<file path="src/rtl/pwm_gate_pkg.sv">
package pwm_gate_pkg;

  typedef enum logic [1:0] {
    REQ_OFF = 2'd0,
    REQ_HS  = 2'd1,
    REQ_LS  = 2'd2
  } gate_req_e;

  localparam logic [1:0] PWM_CODE_LOW  = 2'b00;
  localparam logic [1:0] PWM_CODE_HIGH = 2'b01;

  function automatic logic pwm_is_mid(input logic [1:0] code);
    return code[1];
  endfunction

endpackage

</file>
<file path="src/rtl/pgs_mode_latch.sv">
module pgs_mode_latch #(
  parameter int LATCH_CYC = 2
) (
  input  logic clk,
  input  logic rst,
  input  logic supply_ok,
  input  logic brake_n,
  output logic de_mode
);

  localparam int LW = $clog2(LATCH_CYC + 1);

  logic [LW-1:0] low_cnt;
  logic          pre_low;
  logic          long_low;

  assign long_low = !brake_n && (low_cnt >= LW'(LATCH_CYC - 1));

  always_ff @(posedge clk) begin
    if (rst) begin
      low_cnt <= '0;
      pre_low <= 1'b0;
      de_mode <= 1'b0;
    end else if (!supply_ok) begin
      low_cnt <= '0;
      de_mode <= 1'b0;
      pre_low <= !brake_n;
    end else begin
      if (brake_n)
        low_cnt <= '0;
      else if (low_cnt < LW'(LATCH_CYC))
        low_cnt <= low_cnt + 1'b1;
      if (pre_low || long_low)
        de_mode <= 1'b1;
    end
  end

endmodule

</file>
<file path="src/rtl/pgs_de_timer.sv">
module pgs_de_timer #(
  parameter int BLANK_CYC   = 15,
  parameter int TIMEOUT_CYC = 2800
) (
  input  logic clk,
  input  logic rst,
  input  logic mid_de,
  input  logic ls_on,
  input  logic zc_det,
  output logic de_done
);

  localparam int BW = $clog2(BLANK_CYC + 1);
  localparam int TW = $clog2(TIMEOUT_CYC + 1);

  logic [BW-1:0] on_age;
  logic [TW-1:0] ep_cnt;
  logic          blank_over;
  logic          zc_hit;
  logic          time_up;

  assign blank_over = (on_age >= BW'(BLANK_CYC));
  assign zc_hit     = zc_det && ls_on && blank_over;
  assign time_up    = (ep_cnt == TW'(TIMEOUT_CYC - 1));

  always_ff @(posedge clk) begin
    if (rst || !ls_on)
      on_age <= '0;
    else if (!blank_over)
      on_age <= on_age + 1'b1;
  end

  always_ff @(posedge clk) begin
    if (rst || !mid_de) begin
      ep_cnt  <= '0;
      de_done <= 1'b0;
    end else if (!de_done) begin
      ep_cnt <= ep_cnt + 1'b1;
      if (time_up || zc_hit)
        de_done <= 1'b1;
    end
  end

endmodule

</file>
<file path="src/rtl/pgs_gate_drv.sv">
module pgs_gate_drv
  import pwm_gate_pkg::*;
#(
  parameter int DEAD_CYC = 2
) (
  input  logic      clk,
  input  logic      rst,
  input  logic      supply_ok,
  input  gate_req_e req,
  output logic      hs_q,
  output logic      ls_q
);

  localparam int DW = $clog2(DEAD_CYC + 1);

  logic [DW-1:0] dcnt;
  logic          dead_met;

  assign dead_met = (dcnt >= DW'(DEAD_CYC));

  always_ff @(posedge clk) begin
    if (rst || !supply_ok) begin
      hs_q <= 1'b0;
      ls_q <= 1'b0;
      dcnt <= '0;
    end else begin
      case (req)
        REQ_HS: begin
          if (ls_q) begin
            ls_q <= 1'b0;
            dcnt <= '0;
          end else if (!hs_q) begin
            if (dead_met) hs_q <= 1'b1;
            else          dcnt <= dcnt + 1'b1;
          end
        end
        REQ_LS: begin
          if (hs_q) begin
            hs_q <= 1'b0;
            dcnt <= '0;
          end else if (!ls_q) begin
            if (dead_met) ls_q <= 1'b1;
            else          dcnt <= dcnt + 1'b1;
          end
        end
        default: begin
          if (hs_q || ls_q) begin
            hs_q <= 1'b0;
            ls_q <= 1'b0;
            dcnt <= '0;
          end else if (!dead_met) begin
            dcnt <= dcnt + 1'b1;
          end
        end
      endcase
    end
  end

endmodule

</file>
<file path="src/rtl/pwm_gate_seq.sv">
module pwm_gate_seq
  import pwm_gate_pkg::*;
#(
  parameter int DEAD_CYC    = 2,
  parameter int BLANK_CYC   = 15,
  parameter int TIMEOUT_CYC = 2800,
  parameter int LATCH_CYC   = 2
) (
  input  logic       clk,
  input  logic       rst,
  input  logic       supply_ok,
  input  logic [1:0] pwm_lvl,
  input  logic       brake_n,
  input  logic       zc_det,
  output logic       hs_en,
  output logic       ls_en
);

  logic      de_mode;
  logic      de_done;
  logic      mid_de;
  gate_req_e req;

  assign mid_de = supply_ok && brake_n && de_mode && pwm_is_mid(pwm_lvl);

  always_comb begin
    if (!brake_n)
      req = REQ_OFF;
    else if (pwm_is_mid(pwm_lvl))
      req = (de_mode && !de_done) ? REQ_LS : REQ_OFF;
    else if (pwm_lvl == PWM_CODE_HIGH)
      req = REQ_HS;
    else
      req = REQ_LS;
  end

  pgs_mode_latch #(.LATCH_CYC(LATCH_CYC)) mode_i (
    .clk       (clk),
    .rst       (rst),
    .supply_ok (supply_ok),
    .brake_n   (brake_n),
    .de_mode   (de_mode)
  );

  pgs_de_timer #(.BLANK_CYC(BLANK_CYC), .TIMEOUT_CYC(TIMEOUT_CYC)) tmr_i (
    .clk     (clk),
    .rst     (rst),
    .mid_de  (mid_de),
    .ls_on   (ls_en),
    .zc_det  (zc_det),
    .de_done (de_done)
  );

  pgs_gate_drv #(.DEAD_CYC(DEAD_CYC)) drv_i (
    .clk       (clk),
    .rst       (rst),
    .supply_ok (supply_ok),
    .req       (req),
    .hs_q      (hs_en),
    .ls_q      (ls_en)
  );

endmodule

</file>
<file path="config.mk">
export PLATFORM = sky130hd
export DESIGN_NAME = pwm_gate_seq
export DESIGN_NICKNAME = d
export VERILOG_FILES = /design/src/rtl/pwm_gate_pkg.sv /design/src/rtl/pgs_mode_latch.sv /design/src/rtl/pgs_de_timer.sv /design/src/rtl/pgs_gate_drv.sv /design/src/rtl/pwm_gate_seq.sv
export SDC_FILE = /design/constraint.sdc
export NUM_CORES = 1
export LEC_CHECK = 0
export ABC_AREA = 0
export BUFFER_PORTS_ARGS = -buffer_cell sky130_fd_sc_hd__buf_2
export CAP_MARGIN = 20
export CORE_ASPECT_RATIO = 1.25
export CORE_MARGIN = 1
export CORE_UTILIZATION = 52
export DETAILED_ROUTE_END_ITERATION = 10
export GPL_TIMING_DRIVEN = 0
export PLACE_DENSITY = 0.73
export SLEW_MARGIN = 20
export SYNTH_ARGS = -nofsm -noshare
export SYNTH_HDL_FRONTEND = slang
export SYNTH_HIERARCHICAL = 1
export SYNTH_SLANG_ARGS = --single-unit
</file>
<file path="constraint.sdc">
create_clock -name clk -period 1.8 [get_ports clk]
set_input_delay 0.09 -clock clk [delete_from_list [all_inputs] [get_ports clk]]
set_output_delay 0.09 -clock clk [all_outputs]
set_load 0.02 [all_outputs]
</file>
Word level (Yosys, flattened, before mapping)
Cells that the tools add are included.
Widths: inputs -> output; s select.
- register bits after elaboration: 25
- output and inout port bits: 2
- input port bits: 7
- logic and storage cells: 71
- order comparisons: 4
- muxes and demuxes: 21
- equality and inequality tests: 8
- $add $sub $neg: 4
- bitwise operators: 1
- reduce and logical (&&, ||, !) cells: 24
- operators by type and width (operator ; count):
    $mux 2 ; 10
    $add 12x1->12 const B ; 1
    $eq 12x12->1 const B ; 1
    $mux 1 ; 8
    $logic_and 1x1->1 ; 7
    $logic_or 1x1->1 ; 6
    $reduce_and 2->1 ; 3
    $logic_not 1->1 ; 5
    $add 2x1->2 const B ; 2
    $add 4x1->4 const B ; 1
    $eq 2x1->1 const B ; 2
    $ge 4x4->1 const B ; 1
    $ne 2x2->1 const B ; 2
    $pmux 1 s2 ; 2
    $pmux 2 s2 ; 1
    $ne 3x2->1 const B ; 1
    $ne 3x3->1 const B ; 1
    $reduce_bool 3->1 ; 1
    $reduce_or 3->1 ; 1
    $eq 2x2->1 const B ; 1
    $ge 2x1->1 const B ; 1
    $ge 2x2->1 const B ; 1
    $lt 2x2->1 const B ; 1
    $reduce_or 2->1 ; 1
    $not 1->1 ; 1

Depth between registers and ports, before layout
Gate-level depths: netlist (run 1).
- depth in word-level cells: 8
- gate-level depth with buffers: 7
- mapped depth without buffers: 7

By module
Netlist (run 1), hierarchy kept.
- modules (own cells, without submodules) (module ; sequential area each (um^2) ; cells an instance ; times used ; area each (um^2)):
    pgs_de_timer ; 340.3 ; 87 ; 1 ; 818.3
    pgs_gate_drv ; 80.1 ; 29 ; 1 ; 285.3
    pgs_mode_latch ; 80.1 ; 17 ; 1 ; 168.9
    pwm_gate_seq ; 0.0 ; 6 ; 1 ; 37.5

Least setup slack after synthesis (run 1)
Ideal clock, no wire load.
- kind: flip-flop to flip-flop
- from: register tmr_i.de_done
- to: register drv_i.ls_q
- data required time: 1.678 ns
- buffers on the path: 0
- slack: -0.015 ns
- cell stages (with the launch flop): 7
- library setup time: 0.122 ns
- period minus slack after synthesis: 1.815 ns
- arrival time: 1.693 ns
- cell sequence: dfxtp_1 and3b_1 o21a_1 ha_1 or4_4 a21oi_1 a211oi_2
- cells in the longest elaborated chain, start to end: 8
- elaborated cells between the ends (all ways): 11
- classes of those cells: eq/ne: 3; mux: 4; reduce/logical: 4
- ends and longest elaborated chain (element ; RTL line ; source):
    start, declared ; pgs_de_timer.sv:10 ; output logic de_done
    start signal, assigned ; pgs_de_timer.sv:36 ; de_done <= 1'b0;
    start signal, assigned ; pgs_de_timer.sv:40 ; de_done <= 1'b1;
    $logic_not 1->1 (*) ; -- ;
    $logic_and 1x1->1 (*) ; pwm_gate_seq.sv:30 ; req = (de_mode && !de_done) ? REQ_LS : REQ_OFF;
    $mux 2 (*) ; pwm_gate_seq.sv:30 ;
    $mux 2 (*) ; pwm_gate_seq.sv:29 ; else if (pwm_is_mid(pwm_lvl))
    $mux 2 (*) ; pwm_gate_seq.sv:27 ; if (!brake_n)
    named net req[1] ; pwm_gate_seq.sv:22 ; gate_req_e req;
    $eq 2x2->1 / $eq 2x1->1 (equally long branches) ; pgs_gate_drv.sv:27 ; case (req)
    $ne 2x2->1 (no source line) / $reduce_bool 3->1 (equally long branches) ; -- ;
    $reduce_and 2->1 (no source line) ; -- ;
    end signal, assigned ; pgs_gate_drv.sv:24 ; ls_q <= 1'b0;
    end signal, assigned ; pgs_gate_drv.sv:30 ; ls_q <= 1'b0;
    end signal, assigned ; pgs_gate_drv.sv:42 ; if (dead_met) ls_q <= 1'b1;
    end, declared ; pgs_gate_drv.sv:11 ; output logic ls_q
The timed path passes the listed nets; every way through them passes the cells marked *.
A chain may end at the register's enable or synchronous reset.

Worst setup path in the final report (run 1)
Same ends and word-level chain as after synthesis.

==> impl_metrics.env, run 1 <==
export IMPL_ff2ff_path_depth=6
export IMPL_tightestPinTransition_ns=0.4775
export IMPL_min_from="rst"
export IMPL_drt_iter0_drc=19
export IMPL_track_usage=0.1984
export IMPL_cp_cell_sequence="and3b_1 -> o21a_2 -> ha_4 -> or4_4 -> a21oi_4 -> a211oi_2"
export IMPL_design_area_sq_um=1493
export IMPL_max_freq_mhz=564.2
export IMPL_synth_edff_count=0
export IMPL_die_x_um=46.90
export IMPL_synth_area_leaders="dfxtp_1 38%, ha_1 7.6%, nor2_1 4.6%"
export IMPL_routedWlPerCell_um=13.01
export IMPL_drv_slew=0
export IMPL_grt_pass1_vias=966
export IMPL_status="finished clean"
export IMPL_drc=0
export IMPL_power_total_uw=880.8
export IMPL_area_growth_pct=13.94
export IMPL_dieArea_sq_um=2725
export IMPL_reg2reg_from="tmr_i/de_done"
export IMPL_synthArstFlopShare=0
export IMPL_yosysSeqAreaShare=0.3820
export IMPL_start_util=0.5740
export IMPL_io_buffers=8
export IMPL_r2r_end="drv_i/ls_q"
export IMPL_path_class="flop to flop"
export IMPL_period_needed_ns=1.772
export IMPL_dr_pass1_iters=4
export IMPL_root_buffer="clkbuf_4"
export IMPL_coreArea_sq_um=2282
export IMPL_synth_top_area_cell="dfxtp_1"
export IMPL_p_leak_uw=0.0005640
export IMPL_cts_buffer_depth=2
export IMPL_clk_pin_slew_worst_paths_ns=0.13
export IMPL_cap_viol_max_count=0
export IMPL_synth_ff_type="dfxtp_1"
export IMPL_synth_area_sq_um=1310
export IMPL_ff2ff_setup_slack_ns=0.03
export IMPL_cts_made_buffers=3
export IMPL_synth_compound_area_frac=0.1223
export IMPL_antenna_left=0
export IMPL_synth_xor_area_frac=0.04011
export IMPL_crit_path_max_incr_delay_ns=0.51
export IMPL_gp_congestion=0.7900
export IMPL_antenna_cells=0
export IMPL_setup_viol=0
export IMPL_io_pins=9
export IMPL_clock_skew_ns=0.002271
export IMPL_synthCells=139
export IMPL_via_count=1036
export IMPL_hpwlAfterDp_um=1729
export IMPL_grt_max_degree=14
export IMPL_holdPathStages=2
export IMPL_min_to="mode_i/low_cnt[0]"
export IMPL_hold_viol=0
export IMPL_yosysTopAreaCellShare=0.3820
export IMPL_relSlewSlack=0.6810
export IMPL_synthSimpleGateAreaFrac=0.3152
export IMPL_drive_above_1_share=0.1948
export IMPL_start_kind="flop"
export IMPL_routed_wl_um=2406
export IMPL_cp_required_ns=2.01
export IMPL_period_share=0.9847
export IMPL_vdd_ir_drop_max_mv=0.5731
export IMPL_muxShareOfSynthArea=0.03820
export IMPL_powerDensity_nw_per_um2=590.1
export IMPL_postPlaceCellArea_sq_um=1390
export IMPL_ys_ff_latch=25
export IMPL_rows=19
export IMPL_yosys_warnings=6
export IMPL_cts_max_level=1
export IMPL_rsz0062_at_grt="yes"
export IMPL_synth_top_family_by_area="simple AND/OR/NAND/NOR gates"
export IMPL_avgViaCountPerCell=5.600
export IMPL_grt_pass1_wl_um=3981
export IMPL_cts_tree="built"
export IMPL_synth_avg_cell_area_sq_um=9.425
export IMPL_worstSetupEndpointType="flop"
export IMPL_synth_adder_area_share=0.07641
export IMPL_hp_class="input port to flop"
export IMPL_fin_nets=170
export IMPL_crit_fanout=3
export IMPL_antenna_found_initial=0
export IMPL_ys_types=41
export IMPL_post_route_worst_setup_slack_ns=0.02753
export IMPL_clock_latency_ns=0.31
export IMPL_dp_slack_ns=-0.07070
export IMPL_die_y_um=58.12
export IMPL_layoutNonFillerInstCount=185
export IMPL_syn_num_nets=154
export IMPL_critPathArrivalTime_ns=1.98
export IMPL_grt_overflow=0
export IMPL_slowest_stage="or4_4"
export IMPL_clock_sinks=25
export IMPL_dp_cells=178
final cells by class:
| type | instances | area (sq um) |
|---|---|---|
| buffer | 1 | 3.754 |
| inverter | 8 | 30.03 |
| sequential | 25 | 504.2 |
| timing repair buffer | 11 | 67.56 |
| multi-input combinational | 105 | 822.0 |
| clock buffer | 4 | 26.28 |
| fill | 198 | 789.5 |
| tap | 31 | 38.79 |
synth_stat cells, types with 3 or more instances:
master / n
o21a_1: 3
nor4_1: 3
inv_1: 8
a21oi_1: 7
nand2b_1: 5
o31ai_1: 3
dfxtp_1: 25
nand2_1: 10
nand3_1: 4
or4_1: 4
mux2i_1: 5
nor3_1: 3
nor2_1: 16
xor2_1: 4
ha_1: 8
power breakdown:
part	leakage [uW]	total (uW)	internal [uW]	switching [uW]
clock	0.0000150	248	86.4	162
sequential	0.000203	563	558	4.72
combinational	0.000346	70.0	34.4	35.6
worst max-delay path, delay by kind of cell, from the launching register on:
family,cells,cell delay [ns]
AOI/OAI and AO/OA,3,0.46
DFF,1,0.37
and+or+nand+nor,2,0.68
adders and majority gates,1,0.17
worst max path at each step:
stage	from	endpoint	slack, ns
2_1_floorplan	tmr_i/de_done	drv_i/ls_q	0.05
3_3_place_gp	tmr_i/de_done	drv_i/ls_q	-0.02
3_5_place_dp	tmr_i/de_done	drv_i/ls_q	-0.07
4_1_cts	tmr_i/de_done	drv_i/ls_q	0.03
5_1_grt	tmr_i/de_done	drv_i/ls_q	-0.006
6_report	tmr_i/de_done	drv_i/ls_q	0.03
metrics by stage:
stage               setup TNS, ns  hold slack [ns]    util
floorplan                       0           0.1591       -
global placement         -0.02324           0.3560  0.6091
detailed placement       -0.07115           0.3601  0.6091
CTS                             0         0.007733  0.6266
global route            -0.006299          0.04687  0.6541
finish                          0          0.05424  0.6541
state kept, by name, indices dropped and copies added (netlist names):
signal / flops
tmr_i/on_age: 4
drv_i/dcnt: 2
mode_i/de_mode: 1
tmr_i/de_done: 1
drv_i/ls_q: 1
tmr_i/ep_cnt: 12
mode_i/pre_low: 1
drv_i/hs_q: 1
mode_i/low_cnt: 2
routing by layer:
layer  share of wire  global-route usage  wire length (um)
met1            0.45              0.2437              1081
met2            0.53              0.3452              1278
met3           0.012             0.02804                29
met4          0.0067             0.06122                16
met5               0                   0                 0
cell families (layout without fill, tap and decap cells):
| family | after synthesis | count (layout) |
|---|---|---|
| compound gates | 22 | 22 |
| mux | 5 | 5 |
| flops | 25 | 25 |
| simple gates | 64 | 64 |
| xor+xnor | 6 | 6 |
| fa+ha+maj | 8 | 8 |
| buf+inv | 9 | 24 |
timing repair:
action,CTS,global route
buffers inserted,1,0
hold buffers,0,2
gates resized for setup,2,9
endpoints found under the setup margin,3,3
hold endpoints to repair,0,1
pin swaps,0,4
layout by cell type, fill, tap and decap left out, types with 2 or more instances in the layout:
| cell type | synthesis | final |
|---|---|---|
| o21a_1 | 3 | 2 |
| nor2_1 | 16 | 16 |
| nor3_1 | 3 | 2 |
| nand2_1 | 10 | 10 |
| nand3b_1 | 2 | 2 |
| nand2b_4 | 2 | 2 |
| clkbuf_4 | 0 | 3 |
| ha_4 | 0 | 2 |
| nor4_1 | 3 | 3 |
| dlygate4sd3_1 | 0 | 2 |
| o31ai_1 | 3 | 3 |
| nand2b_1 | 5 | 5 |
| nand4_1 | 2 | 2 |
| nand3_1 | 4 | 4 |
| buf_2 | 0 | 8 |
| o2bb2ai_1 | 2 | 2 |
| a21oi_1 | 7 | 6 |
| xnor2_1 | 2 | 2 |
| dfxtp_1 | 25 | 24 |
| clkbuf_1 | 1 | 2 |
| xor2_1 | 4 | 4 |
| inv_1 | 8 | 7 |
| or4_1 | 4 | 3 |
| mux2i_1 | 5 | 5 |
| ha_1 | 8 | 6 |
| or4_4 | 1 | 2 |
Note: power is estimated with default switching activity, not from simulation.
==> run 2, diff against run 1 <==
--- a/config.mk
+++ b/config.mk
@@ -5,9 +5,9 @@
 export SDC_FILE = /design/constraint.sdc
 export NUM_CORES = 1
 export LEC_CHECK = 0
-export ABC_AREA = 0
+export ABC_AREA = 1
 export BUFFER_PORTS_ARGS = -buffer_cell sky130_fd_sc_hd__buf_2
-export CAP_MARGIN = 20
+export CAP_MARGIN = 10
 export CORE_ASPECT_RATIO = 1.25
 export CORE_MARGIN = 1
 export CORE_UTILIZATION = 52
==> run 2 against run 1 <==
Effect of this change:
- non-clock buffer count down 3
- cell count up 31%
- power down 0.24%
- cell area down 1.8%
- count of clock-buffer cells in the layout down 1
- synthesized area up 2.7%
- first-iteration DRC count up 26%
- sequential cell count unchanged
- critical path depth up 4
- register-to-register slack better by 0.22 ns
- critical path type unchanged
- largest cell class unchanged
- largest power group unchanged
==> impl_metrics.env, run 2 <==
export IMPL_nFillCells=251
export IMPL_ys_types=20
export IMPL_cp_common_cell="nor2_1"
export IMPL_clk_pin_slew_worst_paths_ns=0.14
export IMPL_pwr_share_seq=0.642
export IMPL_antenna_left=0
export IMPL_syn_num_nets=212
export IMPL_synth_most_common_cell="nand2_1"
export IMPL_period_needed_ns=1.550
export IMPL_dp_cells=238
export IMPL_max_freq_mhz=645.2
export IMPL_grt_overflow=0
export IMPL_synthSimpleGateAreaFrac=0.3647
export IMPL_postPlaceCellArea_sq_um=1426
export IMPL_combPwrFrac=0.075
export IMPL_clock_sinks=25
export IMPL_yosysSeqAreaShare=0.3721
export IMPL_synthCells=197
export IMPL_design_area_sq_um=1466
export IMPL_hp_class="input port to flop"
export IMPL_grt_pass1_vias=1065
export IMPL_clock_latency_ns=0.31
export IMPL_start_kind="flop"
export IMPL_synthArstFlopShare=0
export IMPL_p_leak_uw=0.0005946
export IMPL_cts_buffer_depth=2
export IMPL_period_share=0.8611
export IMPL_powerDensity_nw_per_um2=599.2
export IMPL_yosysTopAreaCellShare=0.3721
export IMPL_p_int_uw=671.4
export IMPL_startpoint="tmr_i/de_done"
export IMPL_cap_viol_max_count=0
export IMPL_ys_ff_latch=25
export IMPL_track_usage=0.1975
export IMPL_dieArea_sq_um=2795
export IMPL_coreArea_sq_um=2452
export IMPL_grt_max_degree=16
export IMPL_cp_required_ns=2.03
export IMPL_tns_ns=0
export IMPL_gr_usage_met2=0.3425
export IMPL_synth_adder_area_share=0.07442
export IMPL_hold_viol=0
export IMPL_postCtsResizedCells=0
export IMPL_synth_edff_count=0
export IMPL_cts_tree="built"
export IMPL_rows=20
export IMPL_ff2ff_path_depth=10
export IMPL_antenna_cells=0
export IMPL_postCtsSetupBuffers=0
export IMPL_routed_wl_um=2404
export IMPL_min_to="mode_i/de_mode"
export IMPL_rsz0062_at_grt="no"
export IMPL_synth_ff_type="dfxtp_1"
export IMPL_synth_area_sq_um=1345
export IMPL_synth_top_area_cell="dfxtp_1"
export IMPL_avgViaCountPerCell=5.037
export IMPL_fin_nets=226
export IMPL_holdPathStages=3
export IMPL_top_regs="tmr_i/ep_cnt x12, tmr_i/on_age x4"
export IMPL_dr_pass1_iters=4
export IMPL_synthTopCellsByCount="41 x nand2_1, 29 x inv_1, 29 x nor2_1"
export IMPL_setup_viol=0
export IMPL_io_pins=9
export IMPL_crit_path_max_incr_delay_ns=0.50
export IMPL_layoutNonFillerInstCount=243
export IMPL_synth_xor_area_frac=0.006512
export IMPL_critPathArrivalTime_ns=1.78
export IMPL_path_class="flop to flop"
export IMPL_min_from="supply_ok"
export IMPL_grt_pass1_wl_um=4064
export IMPL_cts_max_level=1
export IMPL_crit_family="flip-flops"
export IMPL_start_util=0.5485
export IMPL_p_clk_frac=0.283
export IMPL_r2r_end="drv_i/ls_q"
export IMPL_routedWlPerCell_um=9.893
export IMPL_clock_skew_ns=0.01234
export IMPL_die_x_um=47.49
export IMPL_die_y_um=58.86
export IMPL_drt_iter0_drc=24
export IMPL_top_register="tmr_i/ep_cnt"
export IMPL_ff2ff_setup_slack_ns=0.25
export IMPL_antenna_found_initial=0
export IMPL_synth_area_leaders="dfxtp_1 37%, nand2_1 11%, inv_1 8.1%"
export IMPL_io_buffers=8
export IMPL_largest_reg_flops=12
export IMPL_final_cell_mix="41 x nand2_1, 29 x nor2_1, 29 x inv_1"
export IMPL_worstSetupEndpointType="flop"
export IMPL_tightestPinTransition_ns=0.2650
export IMPL_root_buffer="clkbuf_4"
export IMPL_reg2reg_from="tmr_i/de_done"
export IMPL_final_common_cell="nand2_1"
export IMPL_hpwlAfterDp_um=1940
export IMPL_synth_compound_area_frac=0.09581
export IMPL_crit_fanout=7
export IMPL_gr_usage_met1=0.2328
export IMPL_drive_above_1_share=0.1286
export IMPL_swShare=0.2358
export IMPL_gp_congestion=0.8597
export IMPL_area_growth_pct=9.024
export IMPL_synth_top_family_by_area="simple AND/OR/NAND/NOR gates"
export IMPL_via_count=1224
export IMPL_yosys_warnings=6
export IMPL_switching_power_uw=207.2
export IMPL_drv_slew=0
export IMPL_slowest_stage="dfxtp_1"
export IMPL_muxShareOfSynthArea=0
export IMPL_critPathBufInv=2
export IMPL_cp_cell_sequence="inv_1 -> a21oi_1 -> nor2_1 -> inv_1 -> ha_1 -> nor2_1 -> nand2_2 -> nand2_1 -> o21bai_1 -> nor2_1"
export IMPL_vdd_ir_drop_max_mv=0.3826
export IMPL_busiest_layer="met2"
export IMPL_grt_use_met3=0.03988
export IMPL_drc=0
export IMPL_relSlewSlack=0.8231
export IMPL_status="finished clean"
export IMPL_synth_avg_cell_area_sq_um=6.828
export IMPL_cts_made_buffers=3
export IMPL_power_total_uw=878.7
run 2: changes by cell type after synthesis, sizes merged, moves of 7 or more:
| cell | before | now |
|---|---|---|
| nand2 | 10 | 45 |
| inv | 8 | 31 |
| nor2 | 16 | 34 |
| nand3 | 5 | 20 |
| a21oi | 7 | 17 |
| nand2b | 7 | 0 |
run 2: logic make-up (layout without fill, tap and decap cells):
family | after synthesis | after routing
AOI/OAI and AO/OA | 25 | 25
and+or+nand+nor | 107 | 107
DFF | 25 | 25
xor gates and xnor gates | 1 | 1
buffers and inverters | 31 | 44
adders and majority gates | 8 | 8
run 2: worst max-delay path by stage:
stage | end | depth (start not counted) | slack (ns)
detailed placement | drv_i/ls_q | 10 | 0.28
floorplan | drv_i/ls_q | 11 | 0.46
global route | drv_i/dcnt[0] | 9 | 0.08
CTS | drv_i/ls_q | 10 | 0.24
global placement | drv_i/ls_q | 10 | 0.32
finish | drv_i/ls_q | 10 | 0.25
run 2: power groups by stage:
stage / clock network [uW] / registers, uW / logic [uW]
6_report: 249 / 564 / 65.8
5_1_grt: 290 / 565 / 75.7
4_1_cts: 267 / 564 / 66.2
3_5_place_dp: 0 / 576 / 64.1
3_3_place_gp: 0 / 576 / 59.6
2_1_floorplan: 0 / 575 / 44.4
run 2: tightest hold or removal path: stages:
cell	delay [ns]
buf_2	0.13
nand2_1	0.08
a21oi_1	0.04
run 2: layout make-up:
type / count / area, sq um / share of cell area
Timing Repair Buffer: 9 / 50.05 / 0.03413
Multi-Input combinational cell: 141 / 728.2 / 0.4966
Clock buffer: 3 / 22.52 / 0.01536
Sequential cell: 25 / 500.5 / 0.3413
Clock inverter: 1 / 7.507 / 0.005119
Inverter: 31 / 116.4 / 0.07935
Tap cell: 33 / 41.29 / 0.02816
run 2: through the flow:
stage | setup slack [ns] | hold slack (ns) | util
3_3_place_gp | 0.3189 | 0.2919 | 0.5816
3_5_place_dp | 0.2774 | 0.3105 | 0.5816
6_report | 0.2501 | 0.06584 | 0.5980
4_1_cts | 0.2362 | 0.05204 | 0.5980
5_1_grt | 0.07974 | 0.05816 | 0.5980
2_1_floorplan | 0.4592 | 0.1591 | -
run 2: metal layers:
metal,routed length (um),vias up,part of all wire
met3,58,2,0.024
met1,1057,556,0.44
met5,0,-,0
met4,10,0,0.0042
met2,1278,15,0.53
li1,-,651,-
run 2: timing repair:
| action | in CTS | in global routing |
|---|---|---|
| endpoints found under the hold margin | 1 | 0 |
| setup endpoints to repair | 0 | 0 |
| hold buffers | 1 | 0 |
